===== config.mk =====
export PLATFORM = sky130hd
export DESIGN_NAME = subword_reg_port
export DESIGN_NICKNAME = d
export VERILOG_FILES = /design/src/rtl/srp_pkg.sv /design/src/rtl/srp_decode.sv /design/src/rtl/srp_bank.sv /design/src/rtl/srp_rdalign.sv /design/src/rtl/subword_reg_port.sv
export SDC_FILE = /design/constraint.sdc
export NUM_CORES = 1
export LEC_CHECK = 0
export BUFFER_PORTS_ARGS = -buffer_cell sky130_fd_sc_hd__buf_4
export CORE_AREA = 4 4 135 137
export DETAILED_ROUTE_END_ITERATION = 6
export DIE_AREA = 0 0 139 141
export HOLD_SLACK_MARGIN = 0.15
export PLACE_DENSITY = 0.83
export SLEW_MARGIN = 20
export SYNTH_ARGS = -nofsm -noshare
export SYNTH_HDL_FRONTEND = slang
export SYNTH_HIERARCHICAL = 1
export SYNTH_SLANG_ARGS = --single-unit

===== constraint.sdc =====
create_clock -name clk -period 3.1 [get_ports clk]
set_clock_uncertainty 0.15 [all_clocks]
set_input_delay 0.31 -clock clk [delete_from_list [all_inputs] [get_ports clk]]
set_output_delay 0.31 -clock clk [all_outputs]
set_load 0.05 [all_outputs]

===== src/rtl/srp_pkg.sv =====
package srp_pkg;
  localparam int DATA_W = 32;
  localparam int LANES  = DATA_W / 8;
  localparam int SZ_W   = 3;

  localparam logic [SZ_W-1:0] SZ_BYTE = 3'd1;
  localparam logic [SZ_W-1:0] SZ_HALF = 3'd2;
  localparam logic [SZ_W-1:0] SZ_WORD = 3'd4;

  // Reset pattern of register i: seed folded with a per-index stripe.
  function automatic logic [DATA_W-1:0] rst_value(input logic [DATA_W-1:0] seed,
                                                   input int unsigned idx);
    return seed ^ (DATA_W'(idx) * 32'h1111_1111);
  endfunction
endpackage


===== src/rtl/srp_decode.sv =====
module srp_decode
  import srp_pkg::*;
(
  input  logic [SZ_W-1:0]   size,
  input  logic [1:0]        lo,
  output logic              ok,
  output logic [LANES-1:0]  be,
  output logic [4:0]        shift,
  output logic [DATA_W-1:0] rd_mask
);
  always_comb begin
    ok      = 1'b0;
    be      = '0;
    rd_mask = '0;
    case (size)
      SZ_BYTE: begin
        ok      = 1'b1;
        be      = LANES'(4'b0001 << lo);
        rd_mask = 32'h0000_00FF;
      end
      SZ_HALF: begin
        ok      = ~lo[0];
        be      = ok ? LANES'(4'b0011 << lo) : '0;
        rd_mask = 32'h0000_FFFF;
      end
      SZ_WORD: begin
        ok      = (lo == 2'b00);
        be      = ok ? '1 : '0;
        rd_mask = '1;
      end
      default: ;
    endcase
  end

  assign shift = {lo, 3'b000};
endmodule


===== src/rtl/srp_bank.sv =====
module srp_bank
  import srp_pkg::*;
#(
  parameter int          NREGS    = 4,
  parameter logic [63:0] RO_MASK  = 64'h8,
  parameter logic [31:0] RST_SEED = 32'hA5C3_0F96,
  localparam int         IDX_W    = $clog2(NREGS)
)(
  input  logic                          clk,
  input  logic                          rst_n,
  input  logic                          wr_en,
  input  logic [IDX_W-1:0]              wr_idx,
  input  logic [LANES-1:0]              wr_be,
  input  logic [DATA_W-1:0]             wr_data,
  output logic [NREGS-1:0][DATA_W-1:0]  q
);
  for (genvar r = 0; r < NREGS; r++) begin : g_reg
    localparam logic [DATA_W-1:0] RV = rst_value(RST_SEED, r);
    if (RO_MASK[r]) begin : g_ro
      assign q[r] = RV;
    end else begin : g_rw
      logic hit;
      assign hit = wr_en && (wr_idx == IDX_W'(r));
      for (genvar b = 0; b < LANES; b++) begin : g_lane
        always_ff @(posedge clk) begin
          if (!rst_n)
            q[r][b*8 +: 8] <= RV[b*8 +: 8];
          else if (hit && wr_be[b])
            q[r][b*8 +: 8] <= wr_data[b*8 +: 8];
        end
      end
    end
  end
endmodule


===== src/rtl/srp_rdalign.sv =====
module srp_rdalign
  import srp_pkg::*;
(
  input  logic              en,
  input  logic [DATA_W-1:0] word,
  input  logic [4:0]        shift,
  input  logic [DATA_W-1:0] rd_mask,
  output logic [DATA_W-1:0] rdata
);
  always_comb begin
    rdata = '0;
    if (en) rdata = (word >> shift) & rd_mask;
  end
endmodule


===== src/rtl/subword_reg_port.sv =====
module subword_reg_port
  import srp_pkg::*;
#(
  parameter int          ADDR_W   = 4,
  parameter logic [63:0] RO_MASK  = 64'h8,
  parameter logic [31:0] RST_SEED = 32'hA5C3_0F96
)(
  input  logic              clk,
  input  logic              rst_n,
  input  logic              acc_stb,
  input  logic              acc_we,
  input  logic [ADDR_W-1:0] acc_addr,
  input  logic [2:0]        acc_size,
  input  logic [31:0]       acc_wdata,
  output logic [31:0]       rsp_rdata,
  output logic              rsp_err
);
  localparam int IDX_W = ADDR_W - 2;
  localparam int NREGS = 1 << IDX_W;

  logic                         ok;
  logic [LANES-1:0]             be;
  logic [4:0]                   shift;
  logic [DATA_W-1:0]            rd_mask;
  logic [IDX_W-1:0]             idx;
  logic                         wr_en;
  logic [DATA_W-1:0]            wr_data;
  logic [NREGS-1:0][DATA_W-1:0] bank_q;

  assign idx = acc_addr[ADDR_W-1:2];

  srp_decode u_dec (
    .size(acc_size), .lo(acc_addr[1:0]),
    .ok(ok), .be(be), .shift(shift), .rd_mask(rd_mask)
  );

  // Error only when a strobe carries an access that cannot be served.
  assign rsp_err = acc_stb & ~ok;
  assign wr_en   = acc_stb & acc_we & ok & ~RO_MASK[idx];
  assign wr_data = acc_wdata << shift;

  srp_bank #(.NREGS(NREGS), .RO_MASK(RO_MASK), .RST_SEED(RST_SEED)) u_bank (
    .clk(clk), .rst_n(rst_n), .wr_en(wr_en), .wr_idx(idx),
    .wr_be(be), .wr_data(wr_data), .q(bank_q)
  );

  srp_rdalign u_rd (
    .en(acc_stb & ~acc_we & ok), .word(bank_q[idx]),
    .shift(shift), .rd_mask(rd_mask), .rdata(rsp_rdata)
  );

  // Checker state: bits outside the written lanes, captured at the write.
  logic              chk_arm;
  logic [IDX_W-1:0]  chk_idx;
  logic [DATA_W-1:0] chk_keep_mask, chk_keep_val, lane_bits;

  always_comb
    for (int b = 0; b < LANES; b++) lane_bits[b*8 +: 8] = {8{be[b]}};

  always_ff @(posedge clk) begin
    if (!rst_n) begin
      chk_arm       <= 1'b0;
      chk_idx       <= '0;
      chk_keep_mask <= '0;
      chk_keep_val  <= '0;
    end else begin
      chk_arm       <= wr_en;
      chk_idx       <= idx;
      chk_keep_mask <= ~lane_bits;
      chk_keep_val  <= bank_q[idx] & ~lane_bits;
    end
  end


  lane_keep_chk: assert property (@(posedge clk) disable iff (!rst_n)
    chk_arm |-> ((bank_q[chk_idx] & chk_keep_mask) == chk_keep_val));

  half_misalign_err_chk: assert property (@(posedge clk) disable iff (!rst_n)
    (acc_stb && acc_size == SZ_HALF && acc_addr[0]) |-> rsp_err);

  word_misalign_err_chk: assert property (@(posedge clk) disable iff (!rst_n)
    (acc_stb && acc_size == SZ_WORD && acc_addr[1:0] != 2'b00) |-> rsp_err);

  bad_size_err_chk: assert property (@(posedge clk) disable iff (!rst_n)
    (acc_stb && acc_size != SZ_BYTE && acc_size != SZ_HALF && acc_size != SZ_WORD) |-> rsp_err);

  err_no_commit_chk: assert property (@(posedge clk) disable iff (!rst_n)
    rsp_err |=> $stable(bank_q));

  ro_ignore_chk: assert property (@(posedge clk) disable iff (!rst_n)
    (acc_stb && acc_we && RO_MASK[idx]) |=> $stable(bank_q));

  idle_quiet_chk: assert property (@(posedge clk) disable iff (!rst_n)
    !acc_stb |-> (!rsp_err && rsp_rdata == '0));

  byte_upper_zero_chk: assert property (@(posedge clk) disable iff (!rst_n)
    (acc_stb && !acc_we && acc_size == SZ_BYTE) |-> (rsp_rdata[31:8] == '0));
endmodule


==> flow_metrics.tcl, run 1 <==
set metrics [dict create \
    status "completed" \
    synth_top_area_share_pct 20.6 \
    syn_to_final_growth_pct 7.83 \
    grt_start_max_net_pins 89 \
    hold_depth 2 \
    rrSetupSlack_ns 2.27 \
    vdd_drop_max_mv 0.269 \
    numCtsBuffers 9 \
    ant_nets 0 \
    syn-instance-count 972 \
    ys_ff_latch 96 \
    holdCritPathClass "register to register" \
    use_met2_pct 39.2 \
    die_y_um 141 \
    crit_fanout 2 \
    maxSlewViolCount 0 \
    ys_seq_area_share_pct 20.6 \
    final_nets 1028 \
    cts_tree "built" \
    fin_util_pct 59.0 \
    cellInternalPower_mw 2.37 \
    cts.path.max_buffers 2 \
    avgSynthCellArea_sq_um 9.61 \
    setup_violations 0 \
    first_pass_iters 5 \
    swShare_pct 29.9 \
    cts.sinks 96 \
    fin_crit_ns 3.08 \
    cap_violations 0 \
    tightest_slew_ns 0.649 \
    synth_commonest_cells "152 x mux2i_1, 128 x nand2_1, 96 x dfxtp_1, 83 x nor2b_1, 82 x mux4_2" \
    start_util_pct 54.7 \
    dp_hpwl_mm 17.7 \
    r2r_cells 2 \
    p_per_area_nw_per_um2 336 \
    grt_pass1_vias 7455 \
    vias_per_cell 6.29 \
    drtIter0Drc 688 \
    regToRegStartpoint "u_bank/q[95]" \
    rows 48 \
    required_ns 2.64 \
    largest_register_ffs 96 \
    grt_most_used_layer "met2" \
    dieArea_sq_um 19600 \
    clkLatencyLatePin_ns 0.34 \
    grt_antenna_before_repair 0 \
    use_met3_pct 3.49 \
    whs_ns 0.307 \
    crit_path_end_kind "output pin" \
    p_seq_share_pct 36.5 \
    cts_root_buffer "clkbuf_16" \
    synth_edf_count 0 \
    path_class "register to output pin" \
    hold_violations 0 \
    synthDistinctLibCells 72 \
    switchingPower_mw 1.01 \
    synth_area_leader_cell "dfxtp_1" \
    clk_pin_slew_worst_paths_ns 0.07 \
    met1_usage_pct 31.5 \
    p_clk_share_pct 35.5 \
    crit_path_start "u_bank/q[74]" \
    io_buffers 75 \
    gr-total-overflow 0 \
    p_total_mw 3.38 \
    n_antenna_cell 0 \
    comb_power_share_pct 28.0 \
    postPlaceCellArea_sq_um 9730 \
    min_period_over_period_pct 99.2 \
    drive_gt1_share_pct 27.9 \
    setup.worst_path.start_class "register" \
    largest-register "u_bank/q" \
    arrival_ns 2.62 \
    fmax_ghz 0.325 \
    reg_top3 "u_bank/q (96)" \
    power_leakage_nw 4.10 \
    io_pins 76 \
    wl_per_cell_um 19.4 \
    finalSetupTns_ns 0 \
    gp_congestion 0.967 \
    die_x_um 139 \
    synthFlopType "dfxtp_1" \
    wl_mm 23.5 \
    grt_pass1_wl_mm 38.5 \
    ys_warn_count 6 \
    remaining_drc_errors 0 \
    track_usage_pct 23.8 \
    coreArea_sq_um 17100 \
    htree_levels 3 \
    synth_most_common_cell "mux2i_1" \
    slew_headroom_pct 56.7 \
    fin_area_sq_um 10100 \
    ys_async_sr_fraction_pct 0 \
    synth_top_cells_by_area "dfxtp_1 21%, mux4_2 20%, mux2i_1 16%" \
    holdCritStartpoint "u_bank/q[64]" \
    vias 7638 \
    rsz0062_at_grt "true" \
    netlist_area_sq_um 9340 \
]
[cell type report]
cell class,instances,area (sq um)
timing repair buffer,117,911
clock buffer,10,229
tap,225,282
sequential,96,1920
inverter,9,33.8
clock inverter,6,92.6
fill,1439,6990
multi-input combinational,752,6600
[metal layers]
layer / wire (um) / share of wire [%]
met4: 816 / 3.5
met3: 1590 / 6.8
met1: 10000 / 42
met5: 0 / 0
met2: 11100 / 47
[cell families after synthesis]
kind of cell | after synthesis | synth area share, %
AOI/OAI and AO/OA | 109 | 8.66
xor gates and xnor gates | 1 | 0.0938
buffers and inverters | 156 | 10.7
DFF | 96 | 20.6
muxes | 268 | 40.5
other | 3 | 0.121
and+or+nand+nor | 339 | 19.3
[worst max-delay path: stages, from the launching register on]
cell and delay, ns:
dfxtp_2 0.33, mux4_2 0.46, mux2_2 0.27, mux4_2 0.48, a32o_1 0.26, o31a_2 0.30, buf_6 0.16
[per-stage QoR]
step / setup WS [ns] / std cells
final: 0.0237 / 1215
after global routing: -0.0131 / 1215
after CTS: 0.0215 / 1215
after detailed placement: 0.0517 / 1198
after global placement: 0.0736 / 1198
after floorplan: 0.0261 / 1004
[path summary, 6_finish.rpt]
path	end
max reg2reg	u_bank/q[95]
min reg2reg	u_bank/q[64]
min	u_bank/q[64]
max	rsp_rdata[2]
[repair_timing]
action | CTS | global route
hold buffers | 0 | 0
cloned | 0 | 0
pin swaps | 1 | 1
setup buffers | 1 | 0
gates resized for setup | 1 | 3
setup endpoints to repair | 1 | 3
[power groups by stage]
stage,Combinational [mW],Clock (mW),Sequential (mW)
2_1_floorplan,0.746,0,1.26
3_3_place_gp,0.896,0,1.26
3_5_place_dp,0.908,0,1.26
4_1_cts,0.913,1.21,1.23
5_1_grt,1.01,1.27,1.23
6_report,0.948,1.20,1.23
[placed cells by master, fill, tap and decap left out, types with 8 or more instances in the layout]
cell type	Yosys	layout
mux4_2	82	82
conb_1	3	35
a21oi_1	13	13
nand2_1	128	128
nand2b_1	11	11
mux2i_1	152	151
clkbuf_16	0	9
mux2_2	26	26
o22ai_1	13	13
nor2_1	40	40
dfxtp_1	96	95
and2_1	13	13
and3_1	8	8
nor2b_1	83	83
buf_4	72	113
inv_1	8	8
nand3_1	11	11
a22oi_1	15	15
No activity file was read; power rests on OpenSTA's default activity.
==> run 2: changes to the inputs <==
MAX_ROUTING_LAYER = met4   (was unset)
==> run 2 against run 1 <==
The run now ends with setup timing left. Setup slack worse by 0.043 ns. Hold slack better by 0.00086 ns. Clock power hardly changed. Fmax is 1.4% lower. Sequential share of layout area is 0.073 points lower. Via count hardly changed. Core utilization is 0.26 points higher. Critical path depth stayed put. Wire length is 2.8% higher. Combinational power is 1% higher. Register-to-register slack worse by 0.09 ns. Design area is 0.45% higher. Largest power group unchanged.
==> flow_metrics.tcl, run 2 (synthesis results as in run 1) <==
set metrics [dict create \
    final_nets 1034 \
    reg_top3 "u_bank/q (96)" \
    fmax_ghz 0.321 \
    ant_nets 0 \
    grt_pass1_wl_mm 38.8 \
    first_pass_iters 7 \
    crit_path_end_kind "output pin" \
    rows 48 \
    fin_util_pct 59.3 \
    arrival_ns 2.66 \
    dieArea_sq_um 19600 \
    cts_root_buffer "clkbuf_16" \
    n_antenna_cell 0 \
    min_period_over_period_pct 101 \
    track_usage_pct 24.8 \
    die_x_um 139 \
    drtIter0Drc 597 \
    clkLatencyLatePin_ns 0.34 \
    p_per_area_nw_per_um2 334 \
    coreArea_sq_um 17100 \
    path_common_cell "mux4_2" \
    vias_per_cell 6.26 \
    cp_slowest_cell "mux4_2" \
    rsz0062_at_grt "true" \
    wl_per_cell_um 19.8 \
    grt_pass1_vias 7434 \
    syn_to_final_growth_pct 8.31 \
    vdd_drop_max_mv 0.280 \
    wl_mm 24.2 \
    layout_commonest_cell "mux2i_1" \
    largest-register "u_bank/q" \
    finalSetupTns_ns -0.0194 \
    power_leakage_nw 4.14 \
    grt_antenna_before_repair 0 \
    io_buffers 75 \
    crit_fanout 2 \
    slew_headroom_pct 52.3 \
    postPlaceCellArea_sq_um 9740 \
    largest_register_ffs 96 \
    htree_levels 3 \
    die_y_um 141 \
    io_pins 76 \
    cts.path.max_buffers 2 \
    status "finished, violations left" \
    holdCritPathClass "register to register" \
    final_cells 1220 \
    cts.sinks 96 \
    tightest_slew_ns 0.715 \
    path_class "register to output pin" \
    gr-total-overflow 0 \
    final_cell_mix "151 x mux2i_1, 128 x nand2_1, 120 x buf_4, 94 x dfxtp_1, 83 x nor2b_1" \
    required_ns 2.64 \
    setup.worst_path.start_class "register" \
    slowest_delay_ns 0.50 \
    numCtsBuffers 9 \
    hold_violations 0 \
    fin_area_sq_um 10100 \
    cap_violations 0 \
    gp_congestion 0.968 \
    maxSlewViolCount 0 \
    violations "setup timing" \
    vias 7642 \
    drive_gt1_share_pct 28.5 \
    dp_hpwl_mm 18.0 \
    start_util_pct 54.7 \
    setup_violations 1 \
    clk_pin_slew_worst_paths_ns 0.07 \
    grt_start_max_net_pins 89 \
    fin_crit_ns 3.12 \
    setup_slack_ns -0.0194 \
    cts_tree "built" \
    remaining_drc_errors 0 \
    placed_cells 1201 \
    path_cells "mux4_2 > mux2_2 > mux4_2 > a32o_2 > o31a_4 > buf_8" \
]
==> run 2: per-stage QoR <==
step | hold slack [ns] | worst slack, ns | total power, mW
floorplan | 0.282 | 0.0261 | 2.01
global placement | 0.289 | 0.0738 | 2.16
detailed placement | 0.300 | 0.0200 | 2.17
CTS | 0.309 | 0.00329 | 3.35
global route | 0.326 | -0.0461 | 3.50
finish | 0.308 | -0.0194 | 3.38
==> run 2: power by group <==
part	leakage (nW)	switching, mW	total, mW	internal, mW
Clock	0.155	0.460	1.18	0.724
Sequential	0.774	0.000482	1.23	1.23
Combinational	3.21	0.530	0.959	0.430
Total	4.14	0.990	3.38	2.39
==> run 2: final cells by class <==
type	instances	area, sq um
fill	1409	6940
multi-input combinational	752	6610
sequential	96	1920
timing repair buffer	123	947
tap	225	282
clock buffer	10	239
clock inverter	5	81.3
inverter	9	33.8
==> run 2: routing by layer <==
| metal | track usage (%) | vias up | part of all wire, % |
|---|---|---|---|
| met3 | 4.10 | 78 | 7.1 |
| li1 | - | 3520 | - |
| met4 | 11.0 | 0 | 4.5 |
| met5 | - | - | 0 |
| met2 | 39.5 | 368 | 46 |
| met1 | 31.4 | 3676 | 42 |
==> run 2: worst paths after layout <==
| kind | startpoint | end | slack (ns) | cells after the start |
|---|---|---|---|---|
| setup / recovery | u_bank/q[42] | rsp_rdata[2] | -0.02 | 6 |
| hold / removal | u_bank/q[38] | u_bank/q[38] | 0.31 | 2 |
| setup reg to reg | u_bank/q[74] | u_bank/q[74] | 2.18 | 3 |
| hold reg to reg | u_bank/q[38] | u_bank/q[38] | 0.31 | 2 |
==> run 2: worst max-delay path, delay by kind of cell, from the launching register on <==
kind	cells	cell delay, ns
multiplexers	3	1.24
AO/OA/AOI/OAI	2	0.60
flip-flops	1	0.33
buffers and inverters	1	0.15
==> run 2: what timing repair did <==
action	in CTS	in global routing
setup endpoints to repair	1	4
pin swaps	1	1
gates cloned	0	0
buffers inserted	2	2
hold buffers	0	0
gates resized for setup	4	4
==> run 3: changes to the inputs <==
CORE_AREA = 4 4 166 184   (was 4 4 135 137)
DIE_AREA = 0 0 170 188   (was 0 0 139 141)
GPL_TIMING_DRIVEN = 1   (was unset)
PLACE_DENSITY = 0.56   (was 0.83)
==> run 3 against run 2 <==
The flow now finishes without violations. Die area up 63%. Non-clock buffer count grew 1. First-iteration DRC count shrank 15%.
==> flow_metrics.tcl, run 3 (synthesis results as in run 1) <==
set metrics [dict create \
    status "completed" \
    path_common_cell "mux4_2" \
    postPlaceCellArea_sq_um 9970 \
    setup_violations 0 \
    cp_slowest_cell "mux4_2" \
    grt_pass1_vias 7155 \
    path_class "register to output pin" \
    coreArea_sq_um 28500 \
    crit_cells 6 \
    vdd_drop_max_mv 0.268 \
    first_pass_iters 5 \
    p_clk_share_pct 32.5 \
    syn_to_final_growth_pct 10.2 \
    final_nets 1035 \
    switchingPower_mw 1.04 \
    clk_pin_slew_worst_paths_ns 0.07 \
    setup.worst_path.start_class "register" \
    cts.sinks 96 \
    remaining_drc_errors 0 \
    crit_path_end_kind "output pin" \
    drive_gt1_share_pct 28.7 \
    die_x_um 170 \
    setup_slack_ns 0.00321 \
    vias_per_cell 5.42 \
    tightest_slew_ns 0.656 \
    cellInternalPower_mw 2.22 \
    layout_commonest_cell "mux2i_1" \
    power_leakage_nw 4.14 \
    start_util_pct 32.7 \
    hold_buffers 0 \
    track_usage_pct 16.1 \
    nFillCells 2880 \
    hold_violations 0 \
    dp_hpwl_mm 19.5 \
    cap_violations 0 \
    wl_mm 25.6 \
    holdCritPathClass "register to register" \
    wl_per_cell_um 18.7 \
    fin_crit_ns 3.10 \
    rsz0062_at_grt "true" \
    reg_top3 "u_bank/q (96)" \
    vias 7393 \
    drtIter0Drc 508 \
    hold_depth 2 \
    pre_cts_slack_ns 0.0368 \
    grt_pass1_wl_mm 40.8 \
    fin_area_sq_um 10300 \
    numCtsBuffers 9 \
    slowest_delay_ns 0.48 \
    cts_tree "built" \
    largest-register "u_bank/q" \
    maxSlewViolCount 0 \
    required_ns 2.64 \
    r2r_cells 2 \
    final_cell_mix "152 x mux2i_1, 128 x nand2_1, 120 x buf_4, 95 x dfxtp_1, 83 x nor2b_1" \
    die_y_um 188 \
    gr-total-overflow 0 \
    p_per_area_nw_per_um2 317 \
    ant_nets 0 \
    fmax_ghz 0.323 \
    min_period_over_period_pct 99.9 \
    critPathBufInv 1 \
    path_cells "mux4_2 > mux2_4 > mux4_2 > a32o_2 > o31a_4 > buf_8" \
    n_antenna_cell 0 \
    fin_util_pct 36.1 \
    cp_top_family "multiplexers" \
    grt_antenna_before_repair 0 \
    slew_headroom_pct 56.3 \
    htree_levels 3 \
    dieArea_sq_um 32000 \
    swShare_pct 32.0 \
    io_pins 76 \
    rows 65 \
    comb_power_share_pct 29.7 \
    io_buffers 75 \
    crit_fanout 2 \
    finalSetupTns_ns 0 \
    whs_ns 0.308 \
    largest_register_ffs 96 \
    grt_start_max_net_pins 89 \
    clkLatencyLatePin_ns 0.33 \
    arrival_ns 2.64 \
    p_seq_share_pct 37.8 \
    cts_root_buffer "clkbuf_16" \
    cts.path.max_buffers 2 \
    gp_congestion 0.911 \
]
run 3: repair_timing:
item,CTS,global route
setup endpoints to repair,1,3
hold endpoints to repair,0,0
pin swaps,1,1
gates resized for setup,4,4
buffers inserted,1,0
gates cloned,0,0
run 3: path summary, 6_finish.rpt:
check / startpoint / endpoint / slack [ns]
min reg2reg: u_bank/q[73] / u_bank/q[73] / 0.31
min: u_bank/q[73] / u_bank/q[73] / 0.31
max: u_bank/q[74] / rsp_rdata[2] / 0.003
max reg2reg: u_bank/q[90] / u_bank/q[90] / 2.30
run 3: through the flow:
| stage | power [mW] | std cells |
|---|---|---|
| floorplan | 2.01 | 1004 |
| global placement | 2.19 | 1348 |
| detailed placement | 2.20 | 1348 |
| CTS | 3.26 | 1365 |
| global route | 3.41 | 1365 |
| finish | 3.26 | 1365 |
run 3: power by group through the flow:
stage	registers [mW]	logic (mW)	clock network, mW
final	1.23	0.968	1.06
after global routing	1.23	1.04	1.14
after detailed placement	1.26	0.933	0
after CTS	1.23	0.938	1.08
after floorplan	1.26	0.746	0
after global placement	1.26	0.930	0
run 3: area by class of cell:
class / count / area, sq um / area share, %
multi-input cells: 752 / 6620 / 64.3
clock buffers: 9 / 225 / 2.19
well taps: 368 / 460 / 4.47
repair buffers: 124 / 976 / 9.48
inverters: 9 / 33.8 / 0.328
clock inverters: 7 / 56.3 / 0.547
flip-flops and latches: 96 / 1920 / 18.7
run 3: worst min-delay path: stages (launching register included):
cell	delay [ns]
dfxtp_1	0.31
nand2_1	0.05
mux2i_1	0.05
run 3: per-layer routing:
layer | wire (um) | GRT usage, % | part of all wire, %
met5 | 0 | - | 0
met4 | 503 | 3.81 | 2.0
met3 | 1150 | 1.45 | 4.5
met2 | 11500 | 25.0 | 45
met1 | 12400 | 22.9 | 49
